### config.mk
export PLATFORM = sky130hd
export DESIGN_NAME = burstEndPredictor
export DESIGN_NICKNAME = d
export VERILOG_FILES = /design/src/rtl/burstEndPkg.sv /design/src/rtl/burstEndCtl.sv /design/src/rtl/burstEndDp.sv /design/src/rtl/burstEndPredictor.sv
export SDC_FILE = /design/constraint.sdc
export NUM_CORES = 1
export LEC_CHECK = 0
export BUFFER_PORTS_ARGS = -buffer_cell sky130_fd_sc_hd__buf_2
export CAP_MARGIN = 40
export CORE_ASPECT_RATIO = 1.25
export CORE_MARGIN = 10
export CORE_UTILIZATION = 45
export DETAILED_ROUTE_END_ITERATION = 8
export GPL_ROUTABILITY_DRIVEN = 0
export PLACE_DENSITY = 0.74
export SLEW_MARGIN = 20
export SYNTH_ARGS = -nofsm -noshare
export SYNTH_HDL_FRONTEND = slang
export SYNTH_SLANG_ARGS = --single-unit
### constraint.sdc
create_clock -name clk -period 5.7 [get_ports clk]
set_input_delay 1.14 -clock clk [delete_from_list [all_inputs] [get_ports clk]]
set_output_delay 1.14 -clock clk [all_outputs]
set_load 0.005 [all_outputs]
### src/rtl/burstEndPkg.sv
package burstEndPkg;
  localparam int CFG_W   = 3;
  localparam int MAX_LOG = 7;
  localparam int CNT_W   = MAX_LOG + 1;

  typedef enum logic [1:0] {
    TR_IDLE   = 2'b00,
    TR_BUSY   = 2'b01,
    TR_NONSEQ = 2'b10,
    TR_SEQ    = 2'b11
  } trans_e;

  localparam logic [2:0] BU_INCR = 3'b001;

  typedef struct packed {
    logic             take;       // beat accepted this cycle
    logic             first;      // beat opens a new burst
    logic             wipe;       // idle cycle clears the count
    logic             incr;       // undefined-length burst
    logic             unlimited;  // no beat limit selected
    logic [CNT_W-1:0] target;     // beat limit or defined length
  } ctlStrobe_t;
endpackage

### src/rtl/burstEndCtl.sv
module burstEndCtl
  import burstEndPkg::*;
(
  input  logic [1:0]       htrans,
  input  logic [2:0]       hburst,
  input  logic             hready,
  input  logic [CFG_W-1:0] cfgLimit,
  output ctlStrobe_t       ctl
);
  logic [CNT_W-1:0] incrLimit;
  logic [CNT_W-1:0] fixedLen;

  always_comb begin
    incrLimit = (cfgLimit == CFG_W'(1)) ? CNT_W'(1) : (CNT_W'(1) << cfgLimit);
    fixedLen  = (hburst == 3'b000) ? CNT_W'(1)
                                   : (CNT_W'(1) << ({1'b0, hburst[2:1]} + 3'd1));
  end

  always_comb begin
    ctl.take      = hready && (htrans == TR_NONSEQ || htrans == TR_SEQ);
    ctl.first     = (htrans == TR_NONSEQ);
    ctl.wipe      = (htrans == TR_IDLE);
    ctl.incr      = (hburst == BU_INCR);
    ctl.unlimited = (cfgLimit == '0);
    ctl.target    = ctl.incr ? incrLimit : fixedLen;
  end
endmodule

### src/rtl/burstEndDp.sv
module burstEndDp
  import burstEndPkg::*;
#(
  parameter int BOUND_LOG = 10
) (
  input  logic                 clk,
  input  logic                 rst_n,
  input  ctlStrobe_t           ctl,
  input  logic [BOUND_LOG-1:0] haddrOfs,
  input  logic [2:0]           hsize,
  output logic                 predEnd,
  output logic                 lastBeat
);
  localparam int SPAN_W = BOUND_LOG + 1;

  logic [CNT_W-1:0]  count;
  logic [CNT_W-1:0]  beatIdx;
  logic [SPAN_W-1:0] byteSpan;
  logic [SPAN_W-1:0] endOfs;
  logic              crossing;
  logic              hit;

  always_comb begin
    byteSpan = SPAN_W'(1) << hsize;
    endOfs   = {1'b0, haddrOfs} + byteSpan;
    crossing = endOfs[BOUND_LOG];
    beatIdx  = ctl.first ? CNT_W'(1) : count + CNT_W'(1);
    hit      = (beatIdx == ctl.target);
    predEnd  = ctl.take && ctl.incr && (ctl.unlimited ? crossing : hit);
    lastBeat = ctl.take && !ctl.incr && hit;
  end

  always_ff @(posedge clk or negedge rst_n) begin
    if (!rst_n)             count <= '0;
    else if (ctl.wipe)      count <= '0;
    else if (ctl.take)      count <= (predEnd || lastBeat) ? '0 : beatIdx;
  end


  hold_count_chk: assert property (@(posedge clk) disable iff (!rst_n)
    (!ctl.take && !ctl.wipe) |=> $stable(count));


  idle_clear_chk: assert property (@(posedge clk) disable iff (!rst_n)
    ctl.wipe |=> (count == '0));


  first_beat_chk: assert property (@(posedge clk) disable iff (!rst_n)
    (ctl.take && ctl.first) |=> (count <= CNT_W'(1)));


  limit_bound_chk: assert property (@(posedge clk) disable iff (!rst_n)
    (ctl.take && ctl.incr && !ctl.unlimited) |-> (beatIdx <= ctl.target));
endmodule

### src/rtl/burstEndPredictor.sv
module burstEndPredictor
  import burstEndPkg::*;
#(
  parameter int BOUND_LOG = 10
) (
  input  logic                 clk,
  input  logic                 rst_n,
  input  logic [1:0]           htrans,
  input  logic [2:0]           hburst,
  input  logic                 hready,
  input  logic [2:0]           hsize,
  input  logic [BOUND_LOG-1:0] haddrOfs,
  input  logic [CFG_W-1:0]     cfgLimit,
  output logic                 predEnd,
  output logic                 lastBeat
);
  ctlStrobe_t ctl;

  burstEndCtl uCtl (
    .htrans   (htrans),
    .hburst   (hburst),
    .hready   (hready),
    .cfgLimit (cfgLimit),
    .ctl      (ctl)
  );

  burstEndDp #(.BOUND_LOG(BOUND_LOG)) uDp (
    .clk      (clk),
    .rst_n    (rst_n),
    .ctl      (ctl),
    .haddrOfs (haddrOfs),
    .hsize    (hsize),
    .predEnd  (predEnd),
    .lastBeat (lastBeat)
  );


  accept_only_chk: assert property (@(posedge clk) disable iff (!rst_n)
    (predEnd || lastBeat) |-> (hready && htrans[1]));


  incr_no_last_chk: assert property (@(posedge clk) disable iff (!rst_n)
    (hburst == BU_INCR) |-> !lastBeat);
endmodule

# [Word-level counts from Yosys, hierarchy flattened]
# Cells that the tools add are included.
[totals] ff_bits=8 inputBits=24 output_inout_bits=2 elab_cells=32
[op_classes] addsub=3 eq_ne=5 n_shift=3 n_mux=8 reduce_logical=12
[op_table] op="8-bit 2-to-1 mux" count=7
[op_table] op="1-bit by 3-bit << shifter with 8-bit output, first input constant" count=2
[op_table] op="10-bit by 11-bit adder with 11-bit output" count=1
[op_table] op="1-bit by 3-bit << shifter with 11-bit output, first input constant" count=1
[op_table] op="8-bit by 1-bit adder with 8-bit output, second input constant" count=1
[op_table] op="8-bit equality test" count=1
[op_table] op="3-bit by 1-bit equality test with 1-bit output, second input constant" count=2
[op_table] op="3-bit logical NOT" count=2
[op_table] op="1-bit logical AND" count=5
[op_table] op="2-bit equality test, second input constant" count=2
[op_table] op="2-bit by 1-bit adder with 3-bit output, second input constant" count=1
[op_table] op="2-bit logical NOT" count=1
[op_table] op="1-bit logical OR" count=2
[op_table] op="2-bit nonzero test" count=1
[op_table] op="1-bit logical NOT" count=1
[op_table] op="1-bit 2-to-1 mux" count=1

# [Logic depth before layout (Yosys ltp)]
[depth] depth_word=11 ltp_mapped=9 depth_no_buf=9

# [Hierarchy]
# From an unflattened synthesis, not the netlist that was laid out.
[hier_totals] hier_cells=150 area_unflattened_um2=1236.2
[by_module_without_submodules] mod="burstEndDp" instances=1 cells_per_inst=129 area_per_inst_um2=1093.5 seq_area_each_um2=200.2
[by_module_without_submodules] mod="burstEndCtl" instances=1 cells_per_inst=21 area_per_inst_um2=142.6 seq_area_each_um2=0.0

# [Worst setup path before layout]
# Ideal clock, no wire load.
[synth_path] path_type="in2out" startpoint="input port hburst[1]" endpoint="output port predEnd" t_arrival_ps=2869 t_required_ps=4560 slack_ps=1691 path_stages=7 n_path_buf=0 path_cell_list="and4bb_2 > a22oi_1 > or4_4 > o211ai_2 > nand4_2 > or3_1 > a21oi_1"
[synth_between] elab_chain_cells=7 elab_cells_between_ends=10 classes_between="add/sub: 1; eq/ne: 2; shift: 1; mux: 3; reduce/logical: 3"
[synth_rtl] item="start: declaration" line_no="burstEndPredictor.sv:9" rtl="input logic [2:0] hburst,"
[synth_rtl] item="2-bit by 1-bit adder with 3-bit output" line_no="burstEndCtl.sv:16" rtl=": (CNT_W'(1) << ({1'b0, hburst[2:1]} + 3'd1));"
[synth_rtl] item="1-bit by 3-bit << shifter with 8-bit output" line_no="burstEndCtl.sv:16"
[synth_rtl] item="8-bit 2-to-1 mux" line_no="burstEndCtl.sv:15" rtl="fixedLen = (hburst == 3'b000) ? CNT_W'(1)"
[synth_rtl] item="8-bit 2-to-1 mux" line_no="burstEndCtl.sv:25" rtl="ctl.target = ctl.incr ? incrLimit : fixedLen;"
[synth_rtl] item="8-bit equality test" line_no="burstEndDp.sv:28" rtl="hit = (beatIdx == ctl.target);"
[synth_rtl] item="1-bit 2-to-1 mux" line_no="burstEndDp.sv:29" rtl="predEnd = ctl.take && ctl.incr && (ctl.unlimited ? crossing : hit);"
[synth_rtl] item="1-bit logical AND *" line_no="burstEndDp.sv:29"
[synth_rtl] item="end: declaration" line_no="burstEndPredictor.sv:14" rtl="output logic predEnd,"
# Mark *: on every way between the ends. The rest lies on a longest branch, timed or not.

# [Worst setup path after layout]
# Ends and elaborated chain as after synthesis.

==> flow_metrics.env <==
export IMPL_rows=19
export IMPL_antenna_found_initial=0
export IMPL_clock_sinks=8
export IMPL_synth_fa_ha_area_frac=0.0967
export IMPL_cp_data_required_time_ps=4560
export IMPL_n_antenna_cell=0
export IMPL_grt_pass1_vias=1164
export IMPL_worst_setup_path_start_kind="input pin"
export IMPL_met1_length_mm=1.14
export IMPL_portBuffers=25
export IMPL_tightest_slew_ps=535
export IMPL_max_cap_viol_count=0
export IMPL_power_switching_uw=56.6
export IMPL_async_flop_share=1.00
export IMPL_max_slew_margin=0.639
export IMPL_nNetsFinal=192
export IMPL_path_clk_slew_ps=50
export IMPL_crit_family="simple AND/OR/NAND/NOR gates"
export IMPL_fin_crit_sh=0.765
export IMPL_synthMuxAreaShare=0
export IMPL_timing_fmax_mhz=229
export IMPL_syn_avg_cell_area_um2=7.84
export IMPL_cts_tree="built"
export IMPL_met2_wirelength_mm=1.37
export IMPL_finish_utilization=0.553
export IMPL_cp_cell_sequence="buf_2, and4bb_2, a22oi_1, or4_4, o211ai_2, nand4_2, or3_1, a21oi_1, buf_2"
export IMPL_arrival_ps=3220
export IMPL_cts_buffer_depth=2
export IMPL_die_y_um=73.6
export IMPL_ys_flop_type="dfrtp_1"
export IMPL_synthesis_area_um2=1030
export IMPL_swShare=0.342
export IMPL_die_area_um2=4630
export IMPL_critPathCaptureType="output pin"
export IMPL_setup_viol=0
export IMPL_grt_pass1_wl_mm=4.71
export IMPL_skew_ps=4.56
export IMPL_p_int_uw=109
export IMPL_cts_root_buf="clkbuf_4"
export IMPL_yosys_warnings=0
export IMPL_postPlaceCellArea_um2=1190
export IMPL_powerDensity_nw_per_um2=137
export IMPL_synth_top_family_by_area="simple AND/OR/NAND/NOR gates"
export IMPL_post_cts_setup_buffers=0
export IMPL_crit_type="input pin to output pin"
export IMPL_synth_compound_area_share=0.297
export IMPL_grt_use_total=0.123
export IMPL_ys_seq_elements=8
export IMPL_drt_pass1_iter_count=4
export IMPL_slew_violations=0
export IMPL_synth_xor_area_frac=0.0423
export IMPL_synth_net_count=164
export IMPL_p_leak_uw=0.000530
export IMPL_clockPowerShare=0.267
export IMPL_drtAntennaViolNets=0
export IMPL_ys_types=46
export IMPL_drtIter0Drc=45
export IMPL_worst_slack_ps=1340
export IMPL_hold_path_class="flip-flop to flip-flop"
export IMPL_path_common_cell="buf_2"
export IMPL_power_share_sequential=0.396
export IMPL_largest_register_ffs=8
export IMPL_area_growth_pct=16.9
export IMPL_finalInstanceArea_um2=1210
export IMPL_postCtsResizedCells=0
export IMPL_yosysSeqAreaShare=0.193
export IMPL_yosys_area_share_simple=0.348
export IMPL_wl_met3_um=160
export IMPL_largest_register="uDp.count"
export IMPL_slowest_stage="or4_4"
export IMPL_vias=1137
export IMPL_drive_gt1_frac=0.222
export IMPL_wl_mm=2.78
export IMPL_synth_edf_count=0
export IMPL_syn_inst=132
export IMPL_status="complete, no violations"
export IMPL_holdBufCountCts=0
export IMPL_grt_overflow_total=0
export IMPL_min_period_ps=4360
export IMPL_top_layer="met4"
export IMPL_hold_viol=0
export IMPL_critPathMaxFanout=8
export IMPL_design_core_area_um2=2190
export IMPL_die_w_um=62.9
export IMPL_fin_setup_tns_ps=0
export IMPL_wire_per_inst_um=14.7
export IMPL_initial_core_util=0.473
export IMPL_reg_top3="uDp.count (8)"
export IMPL_grt_max_degree=11
export IMPL_clk_latency_ps=260
export IMPL_rsz0062_at_grt="no"
export IMPL_peakVddDrop_mv=0.0905
export IMPL_dp_slack_ps=1330
export IMPL_vias_per_cell=6.02
export IMPL_ioPinCount=26
export IMPL_cts_made_buffers=3
export IMPL_h_tree_depth=1
export IMPL_drc=0
export IMPL_place_detailed_hpwl_mm=2.32
export IMPL_crit_path_max_incr_delay_ps=520
export IMPL_cp_buffers_inverters=2
export IMPL_comb_power_share=0.337
[metal layers]
metal / up-vias / GRT usage
met4: 0 / 0.0970
met1: 529 / 0.121
li1: 565 / -
met3: 10 / 0.0410
met5: - / 0
met2: 33 / 0.209
[metrics by stage]
| step | power (µW) | hold slack, ps | instances |
|---|---|---|---|
| floorplan | 100 | 459 | 132 |
| global placement | 120 | 491 | 186 |
| detailed placement | 122 | 507 | 186 |
| CTS | 168 | 519 | 189 |
| global route | 178 | 562 | 189 |
| finish | 166 | 509 | 189 |
[cell usage in the layout, fill, tap and decap left out, types with 2 or more instances in the layout]
cell type,instances
a211oi_1,3
a21o_1,2
a21oi_1,6
a22oi_1,2
a31oi_1,3
and2_1,3
and3b_1,2
buf_2,25
clkbuf_4,3
dfrtp_1,8
ha_1,8
inv_1,3
nand2_1,16
nand2b_1,3
nand3_1,6
nand3b_1,2
nand4b_1,2
nor2_1,6
nor2b_1,2
nor3_1,3
nor3b_1,3
o211ai_1,7
o21a_1,2
o21ai_0,11
or2_2,2
or3_1,2
xor2_1,4
[tightest hold or removal path: cells and delay by family (launching register included)]
| family | cells | cell delay, ps |
|---|---|---|
| AOI/OAI and AO/OA | 1 | 60 |
| DFF | 1 | 360 |
| and+or+nand+nor | 1 | 50 |
[cell usage after synthesis, drive strengths merged (3+ instances only)]
master	count	share of area
nand2	16	0.058
o21ai	11	0.053
dfrtp	8	0.19
ha	8	0.097
o211ai	8	0.063
nand3	7	0.039
a21oi	6	0.029
nor2	6	0.022
xor2	4	0.034
a211oi	3	0.022
a31oi	3	0.018
and2	3	0.018
inv	3	0.011
nand2b	3	0.018
nor3	3	0.015
nor3b	3	0.022
[logic make-up after synthesis]
group,after synthesis
compound gates,45
xor+xnor,5
fa+ha+maj,8
buf+inv,5
flops,8
simple gates,61
[worst paths after layout]
kind,from,end,slack (ps),depth (start not counted)
min in group asynchronous,rst_n,uDp.count[7],700,1
worst min-delay path,uDp.count[7],uDp.count[7],510,2
worst max-delay path,hburst[1],predEnd,1340,9
worst min register to register,uDp.count[7],uDp.count[7],510,2
max in group asynchronous,rst_n,uDp.count[1],4830,1
worst max register to register,uDp.count[0],uDp.count[7],2990,8
[power by group through the flow]
stage | logic [µW] | clock network [µW] | registers, µW
finish | 55.8 | 44.3 | 65.5
global route | 63.4 | 48.1 | 66.6
CTS | 55.8 | 46.2 | 65.6
global placement | 53.6 | 0 | 66.5
floorplan | 35.6 | 0 | 64.3
detailed placement | 55.5 | 0 | 66.6
[area by class of cell]
type / count / area [µm²]
flip-flops and latches: 8 / 200
well taps: 31 / 38.8
fillers: 206 / 977
multi-input cells: 119 / 812
repair buffers: 25 / 125
inverters: 3 / 11.3
clock buffers: 3 / 22.5
(Power assumes the default switching activity.)
